$ cat config.mk
export PLATFORM = sky130hd
export DESIGN_NAME = vec_unpack_widen
export DESIGN_NICKNAME = d
export VERILOG_FILES = /design/src/rtl/vuw_pkg.sv /design/src/rtl/vuw_decode.sv /design/src/rtl/vuw_lane_widen.sv /design/src/rtl/vec_unpack_widen.sv
export SDC_FILE = /design/constraint.sdc
export NUM_CORES = 1
export LEC_CHECK = 0
export BUFFER_PORTS_ARGS = -buffer_cell sky130_fd_sc_hd__buf_2
export CAP_MARGIN = 10
export CORE_AREA = 2 2 330 332
export DETAILED_ROUTE_END_ITERATION = 10
export DIE_AREA = 0 0 332 334
export PLACE_DENSITY_LB_ADDON = 0.05
export REMOVE_ABC_BUFFERS = 1
export SLEW_MARGIN = 0
export SYNTH_ARGS = -nofsm -noshare
export SYNTH_HDL_FRONTEND = slang
export SYNTH_SLANG_ARGS = --single-unit
$ cat constraint.sdc
create_clock -name clk -period 5.3 [get_ports clk]
set_clock_uncertainty 0.1 [all_clocks]
set_input_delay 1.59 -clock clk [delete_from_list [all_inputs] [get_ports clk]]
set_output_delay 1.59 -clock clk [all_outputs]
set_load 0.01 [all_outputs]
$ cat src/rtl/vuw_pkg.sv
package vuw_pkg;

  typedef enum logic {
    GRP_PAIR = 1'b0,
    GRP_QUAD = 1'b1
  } grp_e;

  localparam logic [7:0]  OPC_TOP  = 8'hC1;
  localparam logic [11:0] OPC_PAIR = 12'b100101111000;
  localparam logic [11:0] OPC_QUAD = 12'b110101111000;

  // Write-enable pattern for a decoded, non-reserved word.
  function automatic logic [3:0] grp_mask(grp_e g);
    return (g == GRP_QUAD) ? 4'b1111 : 4'b0011;
  endfunction

  // Widen a half-width piece into a full element.
  function automatic logic [63:0] widen64(logic [31:0] piece, int unsigned hw, logic zx);
    logic [63:0] r;
    logic        sgn;
    sgn = piece[hw-1] & ~zx;
    for (int b = 0; b < 64; b++) begin
      r[b] = (b < int'(hw)) ? piece[b] : sgn;
    end
    return r;
  endfunction

endpackage

$ cat src/rtl/vuw_decode.sv
module vuw_decode
  import vuw_pkg::*;
(
  input  logic [31:0] instr,
  output logic        hit,
  output grp_e        grp,
  output logic [1:0]  size,
  output logic        zero_ext,
  output logic [4:0]  dst_base,
  output logic [4:0]  src_idx0,
  output logic [4:0]  src_idx1
);

  logic top_ok, pair_ok, quad_ok;

  always_comb begin
    top_ok   = (instr[31:24] == OPC_TOP);
    pair_ok  = top_ok && (instr[21:10] == OPC_PAIR);
    quad_ok  = top_ok && (instr[21:10] == OPC_QUAD) && !instr[5] && !instr[1];
    hit      = pair_ok || quad_ok;
    grp      = quad_ok ? GRP_QUAD : GRP_PAIR;
    size     = instr[23:22];
    zero_ext = instr[0];
    if (quad_ok) begin
      dst_base = {instr[4:2], 2'b00};
      src_idx0 = {instr[9:6], 1'b0};
      src_idx1 = {instr[9:6], 1'b1};
    end else begin
      dst_base = {instr[4:1], 1'b0};
      src_idx0 = instr[9:5];
      src_idx1 = 5'd0;
    end
  end

endmodule

$ cat src/rtl/vuw_lane_widen.sv
module vuw_lane_widen
  import vuw_pkg::*;
#(
  parameter int VL   = 128,
  parameter int HALF = 0
) (
  input  logic [VL-1:0] src,
  input  logic [1:0]    size,
  input  logic          zero_ext,
  output logic [VL-1:0] res
);

  logic [VL-1:0] cand [1:3];

  for (genvar s = 1; s < 4; s++) begin : g_sz
    localparam int DW = 8 << s;
    localparam int HW = DW / 2;
    localparam int NE = VL / DW;
    for (genvar e = 0; e < NE; e++) begin : g_el
      logic [HW-1:0] piece;
      logic [63:0]   wide;
      assign piece = src[(HALF*NE + e)*HW +: HW];
      assign wide  = widen64(32'(piece), HW, zero_ext);
      assign cand[s][e*DW +: DW] = wide[DW-1:0];
    end
  end

  always_comb begin
    case (size)
      2'd1:    res = cand[1];
      2'd2:    res = cand[2];
      2'd3:    res = cand[3];
      default: res = '0;
    endcase
  end

endmodule

$ cat src/rtl/vec_unpack_widen.sv
module vec_unpack_widen
  import vuw_pkg::*;
#(
  parameter int VL = 128
) (
  input  logic          clk,
  input  logic          rst,
  input  logic          in_valid,
  input  logic [31:0]   instr,
  input  logic [VL-1:0] src0,
  input  logic [VL-1:0] src1,
  output logic [4:0]    src_idx0,
  output logic [4:0]    src_idx1,
  output logic          out_valid,
  output logic          out_undef,
  output logic [3:0]    out_we,
  output logic [4:0]    out_idx0,
  output logic [4:0]    out_idx1,
  output logic [4:0]    out_idx2,
  output logic [4:0]    out_idx3,
  output logic [VL-1:0] out_d0,
  output logic [VL-1:0] out_d1,
  output logic [VL-1:0] out_d2,
  output logic [VL-1:0] out_d3
);

  localparam int NDST = 4;

  logic       dec_hit, dec_zx;
  grp_e       dec_grp;
  logic [1:0] dec_size;
  logic [4:0] dec_base;

  vuw_decode u_dec (
    .instr    (instr),
    .hit      (dec_hit),
    .grp      (dec_grp),
    .size     (dec_size),
    .zero_ext (dec_zx),
    .dst_base (dec_base),
    .src_idx0 (src_idx0),
    .src_idx1 (src_idx1)
  );

  // Named events for assertions.
  logic       accept, reserved_hit;
  logic [3:0] we_next;

  assign accept       = in_valid && dec_hit;
  assign reserved_hit = accept && (dec_size == 2'd0);
  assign we_next      = (accept && !reserved_hit) ? grp_mask(dec_grp) : 4'b0000;

  logic [VL-1:0] lane_res [NDST];
  logic [VL-1:0] d_q      [NDST];
  logic [4:0]    idx_q    [NDST];

  for (genvar k = 0; k < NDST; k++) begin : g_dst
    vuw_lane_widen #(.VL(VL), .HALF(k % 2)) u_lane (
      .src      ((k < 2) ? src0 : src1),
      .size     (dec_size),
      .zero_ext (dec_zx),
      .res      (lane_res[k])
    );

    always_ff @(posedge clk) begin
      if (rst) begin
        d_q[k]   <= '0;
        idx_q[k] <= '0;
      end else begin
        d_q[k]   <= we_next[k] ? lane_res[k] : '0;
        idx_q[k] <= we_next[k] ? (dec_base + 5'(k)) : 5'd0;
      end
    end
  end

  always_ff @(posedge clk) begin
    if (rst) begin
      out_valid <= 1'b0;
      out_undef <= 1'b0;
      out_we    <= 4'b0000;
    end else begin
      out_valid <= accept;
      out_undef <= reserved_hit;
      out_we    <= we_next;
    end
  end

  assign out_d0   = d_q[0];
  assign out_d1   = d_q[1];
  assign out_d2   = d_q[2];
  assign out_d3   = d_q[3];
  assign out_idx0 = idx_q[0];
  assign out_idx1 = idx_q[1];
  assign out_idx2 = idx_q[2];
  assign out_idx3 = idx_q[3];

  assert_reserved_flag_R2: assert property (@(posedge clk) disable iff (rst)
    reserved_hit |=> (out_valid && out_undef && out_we == 4'b0000));

  assert_undef_no_write_R2: assert property (@(posedge clk) disable iff (rst)
    out_undef |-> (out_we == 4'b0000 && out_d0 == '0 && out_d3 == '0));

  assert_we_shape_R4: assert property (@(posedge clk) disable iff (rst)
    (out_valid && !out_undef) |-> (out_we == 4'b0011 || out_we == 4'b1111));

  assert_nomatch_quiet_R8: assert property (@(posedge clk) disable iff (rst)
    (in_valid && !dec_hit) |=> (!out_valid && out_we == 4'b0000));

  assert_pair_unused_zero_R9: assert property (@(posedge clk) disable iff (rst)
    (out_we == 4'b0011) |-> (out_d2 == '0 && out_d3 == '0 && out_idx2 == 5'd0));

  assert_idle_R10: assert property (@(posedge clk) disable iff (rst)
    !in_valid |=> (!out_valid && !out_undef && out_we == 4'b0000));

  assert_consecutive_idx_R5: assert property (@(posedge clk) disable iff (rst)
    out_we[1] |-> (out_idx1 == out_idx0 + 5'd1));

endmodule

; ---- After elaboration in Yosys (flattened, before gate mapping)
; Memory sizes are Yosys's and may differ from the RTL's.
; Index checks and enable logic that the tools add are counted.
[classes]
add_sub_neg = 3
n_eq_ne = 6
mux = 29
bitwise = 41
n_reduce_logical = 12
[ops]
columns = op, count
row1 = case mux 128 bit (3 select lines), 4
row2 = 2-to-1 mux 128 bit, 8
row3 = 2-to-1 mux 5 bit, 9
row4 = AND 1 bit, 32
row5 = "equality test 12 bit, second input constant", 2
row6 = "adder 5 x 2 -> 5 bit, second input constant", 2
row7 = "equality test 8 bit, second input constant", 1
row8 = 2-to-1 mux 4 bit, 2
row9 = OR 1 bit, 8
row10 = logical AND 1 bit, 7
row11 = "adder 5 x 1 -> 5 bit, second input constant", 1
row12 = 2-to-1 mux 1 bit, 5
row13 = "equality test 2 bit, second input constant", 2
row14 = zero test 1 bit, 3
row15 = "equality test 2 x 1 -> 1 bit, second input constant", 1
row16 = zero test 2 bit, 1
row17 = 2-to-1 mux 2 bit, 1
row18 = logical OR 1 bit, 1
row19 = NOT 1 bit, 1
[word_totals]
ff_bits = 6
ramBits = 532
inputBits = 291
output_inout_bits = 548
elab_cells = 96
memories = 2
[memory_table]
columns = memory, words, width, read_ports, rd_clocked_by_memory_dff, wr, line_no
row1 = d_q, 4, 128, 4, 0, 4, vec_unpack_widen.sv:54  ; logic [VL-1:0] d_q [NDST];
row2 = idx_q, 4, 5, 4, 0, 4, vec_unpack_widen.sv:55  ; logic [4:0] idx_q [NDST];

; ---- Longest topological paths before layout
; Gate-level depths: netlist (run 1).
[depth]
ltp_word = 12
mapped_depth = 7
ltp_nobuf = 3

; ---- Cells and area by module
; From an unflattened synthesis (run 1), not the netlist that was laid out.
[hier_totals]
cells_unflattened = 2164
hier_area_um2 = 22138.7
[by_module_without_submodules]
columns = module, n_inst, cells_each, area_per_inst_um2, seq_area_each_um2
row1 = vec_unpack_widen, 1, 1154, 14765.4, 10730.3
row2 = vuw_lane_widen, 4, 244, 1781.7, 0.0
row3 = vuw_decode, 1, 34, 246.5, 0.0

; ---- Worst setup path before layout (run 1)
; OpenSTA, ideal clock, no wires.
[synth_path]
path_type = input-to-output
start = input port instr[25]
end = output port src_idx1[1]
arrival_ps = 2835
required_ps = 3610
slack_ps = 775
stages = 6
n_path_buf = 3
cell_sequence = nor4_2 -> nand4_2 -> buf_4 -> buf_4 -> buf_2 -> nor3_1
[synth_via]
elab_chain_len = 5
[synth_lines]
columns = item, line_no
row1 = from (decl), vec_unpack_widen.sv:9  ; input logic [31:0] instr,
row2 = equality test 8 bit, vuw_decode.sv:17  ; top_ok = (instr[31:24] == OPC_TOP);
row3 = logical AND 1 bit (3 in series), vuw_decode.sv:19  ; quad_ok = top_ok && (instr[21:10] == OPC_QUAD) && !instr[5] && !instr[1];
row4 = 2-to-1 mux 5 bit, vuw_decode.sv:24  ; if (quad_ok) begin
row5 = to (decl), vec_unpack_widen.sv:13  ; output logic [4:0] src_idx1,
; Every way passes these cells.

; ---- Worst setup path in the final report (run 1)
[layout_path]
start = input port instr[25]
end = output port src_idx1[4]
; Same word-level chain as after synthesis.

==> impl_metrics.env, run 1 <==
export IMPL_grt_pass1_wl_um=133000
export IMPL_postCtsSetupBuffers=0
export IMPL_synth_ff_type="dfxtp_1"
export IMPL_finalWirelength_um=94800
export IMPL_max_freq_mhz=209
export IMPL_ys_warn_count=0
export IMPL_synth_top_area_share_pct=53.3
export IMPL_synth_area_leaders="dfxtp_1 (53%), nor3_1 (7.6%), a211oi_1 (5.4%)"
export IMPL_area_delta_synth_final_pct=39.5
export IMPL_yosysMostFrequentCell="dfxtp_1"
export IMPL_tightest_slew_ps=1030
export IMPL_slew_viol_final=0
export IMPL_timing_hold_violations_final=0
export IMPL_tns_ps=0
export IMPL_gp_congestion=0.751
export IMPL_grt_use_total_pct=16.4
export IMPL_h_tree_depth=2
export IMPL_netlist_instances=1912
export IMPL_cts_tree="done"
export IMPL_vias_per_cell=4.16
export IMPL_setup_violations=0
export IMPL_finalCritPeriodShare_pct=90.3
export IMPL_status="complete, no violations"
export IMPL_rsz0062_at_grt="no"
export IMPL_critPathKind="in2out"
export IMPL_dp_hpwl_um=67200
export IMPL_slew_headroom_pct=31.4
export IMPL_synth_largest_area_cell="dfxtp_1"
export IMPL_grt_max_degree=139
export IMPL_ios=839
export IMPL_syn_area_sq_um=17600
export IMPL_yosysSeqAreaShare_pct=53.3
export IMPL_initial_core_util_pct=16.4
export IMPL_cp_start_kind="input port"
export IMPL_die_area_sq_um=111000
export IMPL_grt_pass1_vias=17600
export IMPL_fin_area_sq_um=24600
export IMPL_ys_types=43
export IMPL_hold_class="in2reg"
export IMPL_drc=0
export IMPL_nets=2861
export IMPL_arrival_ps=3090
export IMPL_vias=16800
export IMPL_num_rows=121
export IMPL_vdd_ir_drop_max_mv=0.230
export IMPL_drtPass1Iterations=5
export IMPL_postPlaceCellArea_sq_um=22500
export IMPL_synth_edf_count=0
export IMPL_die_w_um=332
export IMPL_root_buffer="clkbuf_16"
export IMPL_cts_buffers=61
export IMPL_synth_common_cells="dfxtp_1 (470), nor3_1 (268), a21oi_1 (184)"
export IMPL_clock_sinks=470
export IMPL_fp_dieH_um=334
export IMPL_antenna_found_initial=30
export IMPL_critPathMaxFanout=11
export IMPL_post_drt_wl_per_cell_um=23.4
export IMPL_fp_coreArea_sq_um=108000
export IMPL_synthArstFlopShare_pct=0
export IMPL_ys_ff_latch=470
export IMPL_required_ps=3610
export IMPL_drive_gt1_share_pct=38.4
export IMPL_hold_ws_ps=1050
export IMPL_avgSynthCellArea_sq_um=9.23
export IMPL_drtAntennaViolNets=0
export IMPL_post_cts_resized=0
export IMPL_port_buffers=836
export IMPL_cp_end_kind="output port"
export IMPL_p_leak_nw=10.9
export IMPL_p_per_area_nw_per_um2=341
export IMPL_path_clk_slew_ps=60
export IMPL_clk_path_buf_depth=3
export IMPL_grt_overflow_total=0
export IMPL_drt_iter0_markers=757
export IMPL_finalCriticalPeriod_ps=4780
export IMPL_cts_hold_buffers=0
export IMPL_cap_violations=0
metrics by stage:
stage	setup slack, ps	total power (W)	utilization, %	cells
floorplan	-6290	0.00383	-	1638
global placement	467	0.00418	20.9	3919
detailed placement	441	0.00418	20.9	3919
CTS	419	0.00858	22.8	4034
global route	316	0.00875	22.8	4038
finish	517	0.00839	22.8	4046
metal layers:
layer	routed length (um)	vias to the layer above	track usage, %
met5	180	-	0
met3	8990	136	6.92
li1	-	7941	-
met4	1990	32	3.94
met2	46500	652	28.7
met1	37200	8083	18.2
area by class of cell:
cell class / count / area, sq um
Clock inverter: 14 / 181
Antenna cell: 11 / 27.5
Inverter: 82 / 308
Fill cell: 12100 / 83200
Clock buffer: 101 / 1890
Tap cell: 1414 / 1770
Sequential cell: 470 / 9410
Multi-Input combinational cell: 1086 / 6490
Timing Repair Buffer: 868 / 4560
worst max-delay path, cell delays in order:
cell and delay, ps:
buf_2 100, nor4_2 360, nand4_4 390, nor3_1 450, buf_12 170
registers in the layout, summed over array words and instances, names as in the netlist:
| signal | count |
|---|---|
| out_we | 2 |
| d_q | 456 |
| out_undef | 1 |
| out_valid | 1 |
| idx_q | 10 |
where the power goes:
part            switching (W)  internal [W]
clock                 0.00173       0.00256
sequential     0.000000000149       0.00353
combinational        0.000355      0.000200
final timing paths:
path / from / endpoint / slack, ps / depth (start not counted)
max: instr[25] / src_idx1[4] / 520 / 5
min: src0[33] / d_q[0][65] / 1050 / 3
cell families (layout without fill, tap and decap cells):
group,after synthesis,count (layout),share of synthesized area (%)
compound gates,449,449,16.0
xor+xnor,3,3,0.149
fa+ha+maj,1,1,0.0709
buf+inv,357,1065,10.5
flops,470,470,53.3
mux,8,8,0.510
other cells,1,13,0.0212
simple gates,623,623,19.4
placed cells by master, fill, tap and decap left out, types with 11 or more instances in the layout:
| cell | netlist | final |
|---|---|---|
| a21oi_1 | 184 | 184 |
| a2111oi_0 | 42 | 42 |
| o21ai_0 | 64 | 64 |
| inv_1 | 82 | 81 |
| and3b_1 | 17 | 17 |
| nand2_1 | 132 | 130 |
| nand2b_1 | 64 | 64 |
| nor3_1 | 268 | 268 |
| a22oi_1 | 16 | 16 |
| clkbuf_8 | 0 | 20 |
| clkbuf_1 | 86 | 20 |
| nor4_1 | 24 | 24 |
| buf_4 | 83 | 25 |
| clkbuf_16 | 0 | 62 |
| and2_1 | 64 | 64 |
| dfxtp_1 | 470 | 470 |
| diode_2 | 0 | 11 |
| buf_2 | 59 | 832 |
| a211oi_1 | 128 | 128 |
Power figures use the tool's default switching activity.
==> run 2, diff against run 1 <==
--- a/config.mk
+++ b/config.mk
@@ -5,11 +5,12 @@
 export SDC_FILE = /design/constraint.sdc
 export NUM_CORES = 1
 export LEC_CHECK = 0
+export ABC_AREA = 1
 export BUFFER_PORTS_ARGS = -buffer_cell sky130_fd_sc_hd__buf_2
 export CAP_MARGIN = 10
-export CORE_AREA = 2 2 330 332
+export CORE_AREA = 2 2 327 329
 export DETAILED_ROUTE_END_ITERATION = 10
-export DIE_AREA = 0 0 332 334
+export DIE_AREA = 0 0 329 331
 export PLACE_DENSITY_LB_ADDON = 0.05
 export REMOVE_ABC_BUFFERS = 1
 export SLEW_MARGIN = 0
==> impl_metrics.env, run 2 <==
export IMPL_status="complete, no violations"
export IMPL_cpPeakStageDelay_ps=270
export IMPL_dp_hpwl_um=66200
export IMPL_grt_pass1_vias=15900
export IMPL_clk_path_buf_depth=3
export IMPL_vias=15600
export IMPL_timing_hold_violations_final=0
export IMPL_fin_cells=4224
export IMPL_drtPass1Iterations=4
export IMPL_die_w_um=329
export IMPL_multiInputGateArea_sq_um=4760
export IMPL_power_w=0.00839
export IMPL_cap_violations=0
export IMPL_nFillCells=11900
export IMPL_drc=0
export IMPL_h_tree_depth=2
export IMPL_synth_simple_gate_area_share_pct=17.4
export IMPL_dp_slack_ps=837
export IMPL_met3_usage_pct=4.62
export IMPL_grt_pass1_wl_um=119000
export IMPL_finalCritPeriodShare_pct=84.1
export IMPL_yosysSeqAreaShare_pct=57.8
export IMPL_tns_ps=0
export IMPL_slew_headroom_pct=21.6
export IMPL_rsz0062_at_grt="no"
export IMPL_path_cells="buf_2 -> inv_1 -> nand2_1 -> nor2_1 -> nand2_1 -> nor2_2 -> nand2_1 -> nor2_1 -> buf_2"
export IMPL_dp_cells=4112
export IMPL_yosys_area_share_xor_xnor_pct=0.108
export IMPL_slew_viol_final=0
export IMPL_finalCriticalPeriod_ps=4460
export IMPL_seqCellArea_sq_um=9410
export IMPL_cts_buffers=60
export IMPL_use_met1_pct=17.3
export IMPL_clock_sinks=470
export IMPL_synth_compound_gate_area_share_pct=11.4
export IMPL_critPathMaxFanout=5
export IMPL_clock_power_share_pct=51.7
export IMPL_path_clk_slew_ps=60
export IMPL_vias_per_cell=3.70
export IMPL_root_buffer="clkbuf_16"
export IMPL_layout_cells_most_common_list="buf_2 (835), nor2_1 (559), dfxtp_1 (470), inv_1 (301), a21oi_1 (192)"
export IMPL_synth_common_cells="nor2_1 (559), dfxtp_1 (470), inv_1 (301)"
export IMPL_max_freq_mhz=224
export IMPL_crit_path_top_delay_cell="nor2_2"
export IMPL_layout_commonest_cell="buf_2"
export IMPL_gp_congestion=0.769
export IMPL_synth_largest_area_cell="dfxtp_1"
export IMPL_fp_coreArea_sq_um=105000
export IMPL_nets=3075
export IMPL_synthMuxAreaShare_pct=0
export IMPL_synth_edf_count=0
export IMPL_comb_power_share_pct=6.3
export IMPL_area_delta_synth_final_pct=44.8
export IMPL_synth_area_leaders="dfxtp_1 (58%), nor2_1 (13%), inv_1 (6.9%)"
export IMPL_grt_overflow_total=0
export IMPL_num_rows=119
export IMPL_grt_use_total_pct=15.3
export IMPL_power_frac_seq_pct=42.1
export IMPL_synth_top_family_by_area="simple AND/OR/NAND/NOR gates"
export IMPL_p_leak_nw=12.3
export IMPL_finalWirelength_um=87000
export IMPL_post_cts_resized=0
export IMPL_antenna_found_initial=32
export IMPL_syn_area_sq_um=16300
export IMPL_required_ps=3610
export IMPL_p_int_w=0.00636
export IMPL_hold_class="in2reg"
export IMPL_p_sw_w=0.00203
export IMPL_drt_iter0_markers=626
export IMPL_grt_max_degree=103
export IMPL_vdd_ir_drop_max_mv=0.279
export IMPL_setup_violations=0
export IMPL_finalCoreUtilization_pct=22.4
export IMPL_cts_tree="done"
export IMPL_ys_warn_count=0
export IMPL_holdPathStages=3
export IMPL_cp_start_kind="input port"
export IMPL_fp_dieH_um=331
export IMPL_ios=839
export IMPL_drtAntennaViolNets=0
export IMPL_synth_fa_ha_area_share_pct=0.0769
export IMPL_drive_gt1_share_pct=35.2
export IMPL_path_common_cell="nand2_1"
export IMPL_arrival_ps=2770
export IMPL_largest_reg_flops=456
export IMPL_synth_ff_type="dfxtp_1"
export IMPL_netlist_instances=2030
export IMPL_tightest_slew_ps=1180
export IMPL_yosysMostFrequentCell="nor2_1"
export IMPL_post_drt_wl_per_cell_um=20.6
export IMPL_postCtsSetupBuffers=0
export IMPL_grt_busiest_layer="met2"
export IMPL_avgSynthCellArea_sq_um=8.02
export IMPL_synth_top_area_share_pct=57.8
export IMPL_swShare_pct=24.2
export IMPL_ys_types=25
export IMPL_critPathKind="in2out"
export IMPL_cp_end_kind="output port"
export IMPL_die_area_sq_um=109000
export IMPL_top_regs="d_q: 456 flops, idx_q: 10 flops, out_we: 2 flops"
export IMPL_initial_core_util_pct=15.5
export IMPL_met2_usage_pct=27.4
export IMPL_hold_path_endpoint="d_q[3][67]"
export IMPL_min_delay_start="src1[99]"
export IMPL_largest_register="d_q"
export IMPL_cts_hold_buffers=0
export IMPL_synthArstFlopShare_pct=0
export IMPL_fin_ws_ps=844
export IMPL_p_per_area_nw_per_um2=356
export IMPL_port_buffers=836
export IMPL_ys_ff_latch=470
[run 2: changes by cell type after synthesis, sizes merged, moves of 16 or more]
| cell | change |
|---|---|
| a2111oi | -48 |
| a211oi | -64 |
| a22oi | -16 |
| and2 | -64 |
| and3b | -17 |
| buf | -61 |
| clkbuf | -39 |
| inv | +224 |
| nand2 | +26 |
| nand2b | -64 |
| nor2 | +568 |
| nor3 | -267 |
| nor4 | -25 |
[run 2: how the worst max path moves through the flow]
stage              start          end  cells past startpoint  slack, ps
2_1_floorplan  instr[22]  d_q[2][104]                      6       -750
4_1_cts        instr[12]  src_idx1[1]                      9        830
3_3_place_gp   instr[12]  src_idx1[4]                      9        860
5_1_grt        instr[12]  src_idx1[4]                      9        710
6_report       instr[12]  src_idx1[1]                      9        840
3_5_place_dp   instr[12]  src_idx1[1]                      9        840
[run 2: logic make-up (layout without fill, tap and decap cells)]
family          count (synthesis)  in the layout
buf+inv                       482           1278
other cells                     1              8
compound gates                336            336
flops                         470            470
fa+ha+maj                       1              1
simple gates                  738            738
xor+xnor                        2              2
[run 2: power by group through the flow]
stage | Combinational [W] | Sequential, W | Clock (W)
2_1_floorplan | 0.000246 | 0.00361 | 0
3_3_place_gp | 0.000542 | 0.00361 | 0
3_5_place_dp | 0.000540 | 0.00361 | 0
4_1_cts | 0.000542 | 0.00353 | 0.00453
5_1_grt | 0.000595 | 0.00353 | 0.00466
6_report | 0.000525 | 0.00353 | 0.00434
[run 2: stage by stage]
step / area, sq um / hold WS [ps]
after floorplan: 15300 / 1600
after global placement: 21500 / 1700
after detailed placement: 21500 / 1710
after CTS: 23500 / 986
after global routing: 23600 / 1020
final: 23600 / 1060
[run 2: critical path: cells and delay by family]
family / cells / cell delay [ps]
simple gates: 6 / 900
buf+inv: 3 / 270
[run 2: area by class of cell]
class,count,area share [%]
diodes,6,0.0637
clock buffers,83,7.51
clock inverters,23,1.26
inverters,307,4.90
multi-input cells,1079,20.2
flip-flops and latches,470,39.9
well taps,1391,7.39
repair buffers,865,18.7
[run 2: metal layers]
metal	wire, um	part of all wire, %
met1	34000	39
met2	44200	51
met3	6260	7.2
met4	2380	2.7
met5	151	0.17
